**config.mk**
```make
export PLATFORM = sky130hd
export DESIGN_NAME = sp_to_hp_conv
export DESIGN_NICKNAME = d
export VERILOG_FILES = /design/src/rtl/s2h_pkg.sv /design/src/rtl/s2h_field_split.sv /design/src/rtl/s2h_finite_path.sv /design/src/rtl/s2h_special_path.sv /design/src/rtl/sp_to_hp_conv.sv
export SDC_FILE = /design/constraint.sdc
export NUM_CORES = 1
export LEC_CHECK = 0
export BUFFER_PORTS_ARGS = -buffer_cell sky130_fd_sc_hd__buf_4
export CAP_MARGIN = 0
export CORE_AREA = 2 2 80 63
export DETAILED_ROUTE_END_ITERATION = 10
export DIE_AREA = 0 0 82 65
export MAX_ROUTING_LAYER = met4
export PLACE_DENSITY = 0.92
export SLEW_MARGIN = 15
export SYNTH_ARGS = -nofsm -noshare
export SYNTH_HDL_FRONTEND = slang
export SYNTH_SLANG_ARGS = --single-unit
```
**constraint.sdc**
```tcl
create_clock -name vclk -period 6.5
set_clock_uncertainty 0.05 [all_clocks]
set_input_delay 0.975 -clock vclk [all_inputs]
set_output_delay 0.975 -clock vclk [all_outputs]
set_load 0.01 [all_outputs]
```
**src/rtl/s2h_pkg.sv**
```systemverilog
package s2h_pkg;

   // Exponent bias of a binary interchange-style format with ew exponent bits.
   function automatic int bias_of(input int ew);
      return (1 << (ew - 1)) - 1;
   endfunction

   // Largest exponent code that still encodes a finite number.
   function automatic int max_finite_exp(input int ew);
      return (1 << ew) - 2;
   endfunction

endpackage

```
**src/rtl/s2h_field_split.sv**
```systemverilog
module s2h_field_split #(
   parameter int SRC_EXP = 8,
   parameter int SRC_MAN = 23
) (
   input  logic [SRC_EXP+SRC_MAN:0] bits_i,
   output logic                     sign_o,
   output logic [SRC_EXP-1:0]       exp_o,
   output logic [SRC_MAN-1:0]       man_o,
   output logic                     exp_top_o
);
   localparam int SW = SRC_EXP + SRC_MAN + 1;

   assign sign_o    = bits_i[SW-1];
   assign exp_o     = bits_i[SW-2 -: SRC_EXP];
   assign man_o     = bits_i[SRC_MAN-1:0];
   // all-ones exponent marks infinity / NaN
   assign exp_top_o = &exp_o;
endmodule

```
**src/rtl/s2h_finite_path.sv**
```systemverilog
module s2h_finite_path
   import s2h_pkg::*;
#(
   parameter int SRC_EXP = 8,
   parameter int SRC_MAN = 23,
   parameter int DST_EXP = 5,
   parameter int DST_MAN = 10
) (
   input  logic [SRC_EXP-1:0]         exp_i,
   input  logic [SRC_MAN-1:0]         man_i,
   output logic [DST_EXP+DST_MAN-1:0] mag_o
);
   localparam int SH    = SRC_MAN - DST_MAN;            // dropped mantissa bits
   localparam int OFF   = bias_of(SRC_EXP) - bias_of(DST_EXP);
   localparam int EW    = SRC_EXP + 2;                  // signed rebiased width
   localparam int EMAXF = max_finite_exp(DST_EXP);
   localparam int MW    = DST_EXP + DST_MAN;
   localparam int SIGW  = SRC_MAN + 2;                  // carry + hidden + mantissa
   localparam logic signed [EW-1:0] OFF_S = EW'(OFF);

   logic signed [EW-1:0] erb;
   logic                 rnd;
   logic [SRC_MAN:0]     man_r;
   logic [MW-1:0]        norm_mag;
   logic [SIGW-1:0]      sig;
   logic [MW-1:0]        den_mag;
   int                   erb_i;
   int                   sa_i;

   assign erb   = $signed({2'b00, exp_i}) - OFF_S;
   assign erb_i = int'(erb);
   assign rnd   = man_i[SH-1];

   // normal path: round on the first dropped bit, carry folds into exponent
   assign man_r    = {1'b0, man_i} + ((SRC_MAN+1)'(rnd) << SH);
   assign norm_mag = {erb[DST_EXP-1:0], {DST_MAN{1'b0}}} + MW'(man_r[SRC_MAN:SH]);

   // denormal path: hidden bit restored, rounded, then shifted right
   assign sig  = {1'b0, (exp_i != '0), man_i} + (SIGW'(rnd) << SH);
   assign sa_i = SH + 1 - erb_i;

   always_comb begin
      if (sa_i >= SIGW) den_mag = '0;
      else              den_mag = MW'(sig >> sa_i);
   end

   always_comb begin
      if (erb_i > EMAXF)     mag_o = {{DST_EXP{1'b1}}, {DST_MAN{1'b0}}};
      else if (erb_i >= 1)   mag_o = norm_mag;
      else                   mag_o = den_mag;
   end
endmodule

```
**src/rtl/s2h_special_path.sv**
```systemverilog
module s2h_special_path #(
   parameter int SRC_MAN = 23,
   parameter int DST_EXP = 5,
   parameter int DST_MAN = 10
) (
   input  logic [SRC_MAN-1:0]         man_i,
   output logic [DST_EXP+DST_MAN-1:0] mag_o
);
   localparam int SH = SRC_MAN - DST_MAN;

   logic               quiet;
   logic [DST_MAN-1:0] trunc;

   assign quiet = man_i[SRC_MAN-1];
   assign trunc = man_i[SRC_MAN-1:SH];

   always_comb begin
      if (man_i == '0)
         mag_o = {{DST_EXP{1'b1}}, {DST_MAN{1'b0}}};
      else if (quiet)
         mag_o = {{DST_EXP{1'b1}}, 1'b1, {(DST_MAN-1){1'b0}}};
      else if (trunc == '0)
         mag_o = {{DST_EXP{1'b1}}, DST_MAN'(1)};
      else
         mag_o = {{DST_EXP{1'b1}}, trunc};
   end
endmodule

```
**src/rtl/sp_to_hp_conv.sv**
```systemverilog
module sp_to_hp_conv #(
   parameter int SRC_EXP = 8,
   parameter int SRC_MAN = 23,
   parameter int DST_EXP = 5,
   parameter int DST_MAN = 10
) (
   input  logic [SRC_EXP+SRC_MAN:0] sp_bits_i,
   output logic [DST_EXP+DST_MAN:0] hp_bits_o
);
   localparam int MW = DST_EXP + DST_MAN;

   // elaboration-time parameter checks
   if (DST_MAN < 2 || DST_MAN >= SRC_MAN) begin : g_bad_man
      $error("sp_to_hp_conv: destination mantissa must be 2..SRC_MAN-1");
   end
   if (DST_EXP < 2 || DST_EXP >= SRC_EXP) begin : g_bad_exp
      $error("sp_to_hp_conv: destination exponent must be 2..SRC_EXP-1");
   end

   logic               sgn;
   logic [SRC_EXP-1:0] ex;
   logic [SRC_MAN-1:0] mn;
   logic               ex_top;
   logic [MW-1:0]      fin_mag;
   logic [MW-1:0]      spc_mag;

   s2h_field_split #(.SRC_EXP(SRC_EXP), .SRC_MAN(SRC_MAN)) split_i (
      .bits_i(sp_bits_i), .sign_o(sgn), .exp_o(ex), .man_o(mn), .exp_top_o(ex_top)
   );

   s2h_finite_path #(.SRC_EXP(SRC_EXP), .SRC_MAN(SRC_MAN),
                     .DST_EXP(DST_EXP), .DST_MAN(DST_MAN)) fin_i (
      .exp_i(ex), .man_i(mn), .mag_o(fin_mag)
   );

   s2h_special_path #(.SRC_MAN(SRC_MAN), .DST_EXP(DST_EXP), .DST_MAN(DST_MAN)) spc_i (
      .man_i(mn), .mag_o(spc_mag)
   );

   assign hp_bits_o = {sgn, ex_top ? spc_mag : fin_mag};
endmodule

```
Word-level counts from Yosys, hierarchy flattened
Index checks and enable logic that the tools add are counted.
{"block": "word_totals", "regBits": 0, "inputBits": 32, "output_inout_bits": 16, "word_cells": 20}
{"block": "classes", "add_sub_neg": 5, "magnitude_cmp": 3, "shifts": 1, "muxes": 7, "n_reduce_logical": 4}
{"op": "2-to-1 mux 15 bit", "n": 6}
{"op": ">= comparator 32 x 6 -> 1 bit, second input constant", "n": 1}
{"op": "right shift 25 x 32 -> 15 bit", "n": 1}
{"op": "adder 24 x 14 -> 25 bit", "n": 1}
{"op": "adder 23 x 14 -> 24 bit", "n": 1}
{"op": "logical NOT 23 bit", "n": 1}
{"op": "adder 15 x 11 -> 15 bit", "n": 1}
{"op": "logical NOT 10 bit", "n": 1}
{"op": "subtractor 5 x 9 -> 10 bit, first input constant", "n": 1}
{"op": ">= comparator 9 x 2 -> 1 bit, second input constant", "n": 1}
{"op": "greater-than comparator 9 x 6 -> 1 bit, second input constant", "n": 1}
{"op": "2-to-1 mux 9 bit", "n": 1}
{"op": "subtractor 8 x 7 -> 9 bit, second input constant", "n": 1}
{"op": "AND reduction 8 bit", "n": 1}
{"op": "nonzero test 8 bit", "n": 1}

Logic depth before layout (Yosys ltp)
{"block": "depth", "word_depth": 7, "mapped_depth": 13, "depth_no_buf": 11}

By module
A second synthesis with hierarchy kept.
{"block": "unflattened", "hier_cells": 415, "hier_area_um2": 3116.7}
{"module": "s2h_finite_path", "instances": 1, "cells_each": 336, "area_per_inst_um2": 2439.8, "seq_area_each_um2": 0.0}
{"module": "s2h_field_split", "instances": 1, "cells_each": 35, "area_per_inst_um2": 256.5, "seq_area_each_um2": 0.0}
{"module": "sp_to_hp_conv", "instances": 1, "cells_each": 18, "area_per_inst_um2": 245.2, "seq_area_each_um2": 0.0}
{"module": "s2h_special_path", "instances": 1, "cells_each": 26, "area_per_inst_um2": 175.2, "seq_area_each_um2": 0.0}

Worst setup path before layout
Ideal clock, no wire load.
{"block": "synth_path", "kind": "input-to-output", "from": "input sp_bits_i[23]", "to": "output hp_bits_o[0]", "t_arrival_ps": 3193, "required_time_ps": 5475, "slack_ps": 2282, "cell_stages": 12, "n_path_buf": 5, "cell_sequence": "buf_6 > inv_1 > clkbuf_1 > ha_1 > buf_2 > buf_2 > inv_1 > clkbuf_1 > nand2_1 > a31oi_1 > o211ai_1 > a22oi_1"}
{"block": "synth_via", "elab_chain_len": 7, "elab_cells_between_ends": 13, "cone_classes": "add/sub: 3; order compare: 3; shift: 1; mux: 4; reduce/logical: 2"}
{"item": "from (decl)", "line_no": "sp_to_hp_conv.sv:7", "rtl": "input logic [SRC_EXP+SRC_MAN:0] sp_bits_i,"}
{"item": "subtractor 8 x 7 -> 9 bit / nonzero test 8 bit (equally long branches)", "line_no": "s2h_finite_path.sv:30, s2h_finite_path.sv:39"}
{"item": "subtractor 5 x 9 -> 10 bit / adder 24 x 14 -> 25 bit (equally long branches)", "line_no": "s2h_finite_path.sv:40, s2h_finite_path.sv:39"}
{"item": ">= comparator 32 x 6 -> 1 bit / right shift 25 x 32 -> 15 bit (equally long branches)", "line_no": "s2h_finite_path.sv:43, s2h_finite_path.sv:44"}
{"item": "2-to-1 mux 15 bit", "line_no": "s2h_finite_path.sv:43", "rtl": "if (sa_i >= SIGW) den_mag = '0;"}
{"item": "2-to-1 mux 15 bit", "line_no": "s2h_finite_path.sv:49", "rtl": "else if (erb_i >= 1) mag_o = norm_mag;"}
{"item": "2-to-1 mux 15 bit", "line_no": "s2h_finite_path.sv:48", "rtl": "if (erb_i > EMAXF) mag_o = {{DST_EXP{1'b1}}, {DST_MAN{1'b0}}};"}
{"item": "2-to-1 mux 15 bit *", "line_no": "sp_to_hp_conv.sv:40", "rtl": "assign hp_bits_o = {sgn, ex_top ? spc_mag : fin_mag};"}
{"item": "to (decl)", "line_no": "sp_to_hp_conv.sv:8", "rtl": "output logic [DST_EXP+DST_MAN:0] hp_bits_o"}
Mark *: on every way between the ends. The rest lies on a longest branch, timed or not.

Final worst setup path
{"block": "layout_path", "from": "input sp_bits_i[23]", "to": "output hp_bits_o[5]"}
The elaborated chain is that of the path after synthesis.

==> flow_metrics.py <==
metrics = {
    "routing": {
        "totalWireLength_um": 10200,
        "drt_drc_violations_left": 0,
        "drt_pass1_iterations": 7,
        "detailed_route_vias_per_instance": 7.73,
        "route.vias.total": 3562,
        "route.detailed.wl_per_inst_um": 22.2,
        "initialDrtViolationCount": 767,
        "ant_nets": 0,
    },
    "logic_synthesis": {
        "avgSynthCellArea_sq_um": 7.34,
        "cells_after_synthesis": 388,
        "synth_warnings": 0,
        "synthesis.area_sq_um": 2850,
        "seq_area_frac_synth_pct": 0,
        "synth_top_cell_area_share_pct": 7.91,
        "post-synth-top-area-cell": "mux4_2",
        "synthesis.nets": 432,
        "ys_top_cells_by_area": "mux4_2 7.9%, ha_1 5.3%, nand2_1 5.3%",
        "synth.distinct_cells": 86,
    },
    "power_and_ir_drop": {
        "power.switching_mw": 0.158,
        "power_report.internal_total_mw": 0.0991,
        "power.share.switching_pct": 61.4,
        "power.combinational.fraction_pct": 100.0,
        "pwr-share-seq_pct": 0,
        "share_clk_of_total_power_pct": 0,
        "power_density_nw_per_um2": 84.8,
        "standby_leakage_power_nw": 1.11,
        "design_power_total_mw": 0.257,
        "vdd.ir_drop.worst_v": 0.0000722,
    },
    "sta": {
        "rsz0062_at_grt": "no",
        "timing.final.max_slew_violations": 0,
        "layout_min_cycle_time_ns": 5.14,
        "final_hold_viol_count": 0,
        "max_clock_freq_mhz": 195,
        "final_setup_violations": 0,
        "worst_max_slew_pin_slew_ns": 1.06,
        "slew-limit-headroom_pct": 28.9,
        "final.period_utilization_pct": 79.1,
        "setup_tns_ns": 0,
    },
    "layout": {
        "fill_cell_instance_count_of_the_final_layout": 431,
        "seqCellArea_sq_um": 0,
        "design.seq.count": 0,
        "nets": 447,
        "drive_gt1_share_pct": 21.7,
        "clkbuf_count": 0,
        "syn2layout_area_growth_pct": 6.28,
        "antenna-diode-count": 0,
        "final_area_sq_um": 3030,
    },
    "setup_path": {
        "critPathSlowestCell": "mux4_2",
        "worstPathArrival_ns": 4.12,
        "critical_path.max_stage_delay_ns": 0.62,
        "crit_type": "primary input to primary output",
        "critical_path_required_ns": 5.47,
        "worst_setup_path_startpoint": "sp_bits_i[23]",
        "path_cells": "buf_4, inv_1, ha_1, buf_4, inv_1, mux4_2, o211ai_2, nand4_1, buf_4",
        "critical_path.max_fanout": 47,
        "timing.critical_path.to_type": "primary output",
        "timing.critical_path.from_type": "primary input",
        "worst_path_most_repeated_cell": "buf_4",
    },
    "global_routing": {
        "first_pass_grt_wire_length_um": 15600,
        "first_global_vias": 2992,
        "antenna_violations_before_repair": 0,
        "grt_max_degree": 48,
        "grt_overflow_total": 0,
        "grtUsageTotal_pct": 38.9,
    },
    "floorplan": {
        "die_area_sq_um": 5330,
        "chipWidth_um": 82,
        "top_level_port_count": 48,
        "initial_core_util_pct": 61.6,
        "fp.dieH_um": 65,
        "placementRows": 22,
        "design.core.area_sq_um": 4620,
    },
    "worst_hold_path": {
        "class_of_the_most_critical_hold_timing_path": "primary input to primary output",
        "hold_path_startpoint": "sp_bits_i[31]",
        "min_path_cells": 0,
        "hold-path-endpoint": "hp_bits_o[15]",
    },
    "placement": {
        "post_place_cell_area_sq_um": 3030,
        "place.port_buffers": 46,
        "detailedPlacementHpwl_um": 7740,
        "place.gp.congestion": 1.08,
    },
    "flow_run": {
        "cap_violations": 0,
    },
    "clock_network": {
        "cts_resized": 0,
        "post_cts.repair.setup_buffers": 0,
        "cts-hold-fix-buffers": 0,
    },
    "status": {
        "status": "finished, final reports clean",
    },
}
==> per-stage QoR <==
| step | worst slack, ns | util (%) | cells | hold slack (ns) |
|---|---|---|---|---|
| finish | 1.36 | 65.4 | 461 | 1.90 |
| global route | 1.16 | 65.4 | 461 | 1.90 |
| CTS | 1.46 | 65.4 | 461 | 1.90 |
| detailed placement | 1.47 | 65.4 | 461 | 1.90 |
| global placement | 1.49 | 65.4 | 461 | 1.90 |
| floorplan | 2.28 | - | 388 | 1.99 |
==> worst max path at each step <==
stage	end	slack [ns]
CTS	hp_bits_o[3]	1.46
finish	hp_bits_o[5]	1.36
global placement	hp_bits_o[5]	1.49
detailed placement	hp_bits_o[3]	1.47
floorplan	hp_bits_o[0]	2.28
global route	hp_bits_o[7]	1.16
==> worst max-delay path, delay by kind of cell <==
kind | cells | cell delay, ns
adder cells (fa/ha/maj) | 1 | 0.49
multiplexers | 1 | 0.62
AO/OA/AOI/OAI | 1 | 0.18
buffers and inverters | 5 | 1.70
AND/OR/NAND/NOR | 1 | 0.13
==> logic make-up after synthesis <==
logic type / synth area share [%]
and+or+nand+nor: 28.4
muxes: 12.7
xor gates and xnor gates: 4.22
AOI/OAI and AO/OA: 37.7
buffers and inverters: 11.8
adders and majority gates: 5.27
==> cell usage in the layout (no fill, tap or decap), types with 5 or more instances in the layout <==
cell / netlist / routed
mux4_2: 10 / 10
mux2i_1: 6 / 6
a22oi_1: 5 / 5
nand2_1: 40 / 40
nand3_1: 30 / 30
xnor2_1: 6 / 6
a31oi_1: 11 / 11
a21oi_1: 22 / 22
nor4_1: 5 / 5
buf_4: 10 / 51
nor2_1: 16 / 16
o211ai_1: 13 / 13
o21ai_0: 15 / 15
nor3_1: 12 / 12
o31ai_1: 6 / 6
and3_1: 7 / 7
nand4_1: 7 / 7
inv_1: 15 / 15
ha_1: 12 / 12
a211oi_1: 18 / 18
==> cell usage after synthesis (2+ instances only) <==
cell type,instances
o221ai_1,3
nor3_1,12
a311o_1,2
clkbuf_8,5
o22ai_1,2
inv_1,15
o2111a_1,2
nand4_1,7
and3b_1,2
and3_1,7
nor2_1,16
or2_2,2
a31oi_1,11
a221oi_1,4
xnor2_1,6
a22oi_1,5
o211ai_1,13
nand2_1,40
mux2_2,3
buf_6,4
nor4_1,5
a221o_1,4
clkbuf_1,6
xor2_1,4
a2111oi_0,4
a21boi_0,2
o21ai_0,15
o21a_1,2
buf_4,10
a211oi_1,18
buf_2,12
nand3_1,30
mux2i_1,6
ha_1,12
a211o_1,4
mux4_2,10
o21ai_1,4
and2_1,3
a21oi_1,22
o31ai_1,6
nand4b_1,3
==> cell type report <==
class              instances  area, sq um  share of cell area, %
repair buffers            51          383                   12.6
multi-input cells        335         2510                   83.0
inverters                 15         56.3                   1.86
well taps                 60         75.1                   2.48
==> metal layers <==
layer / track usage [%] / vias up / share of wire, %
met5: - / - / 0
met4: 5.83 / 0 / 1.5
met3: 11.4 / 31 / 16
met2: 54.1 / 337 / 42
met1: 56.4 / 1619 / 41
li1: - / 1575 / -
==> power groups by stage <==
stage | clock network [mW] | logic, mW | registers (mW)
floorplan | 0 | 0.178 | 0
global placement | 0 | 0.243 | 0
detailed placement | 0 | 0.245 | 0
CTS | 0 | 0.246 | 0
global route | 0 | 0.272 | 0
finish | 0 | 0.257 | 0
No activity file was read; power rests on OpenSTA's default activity.
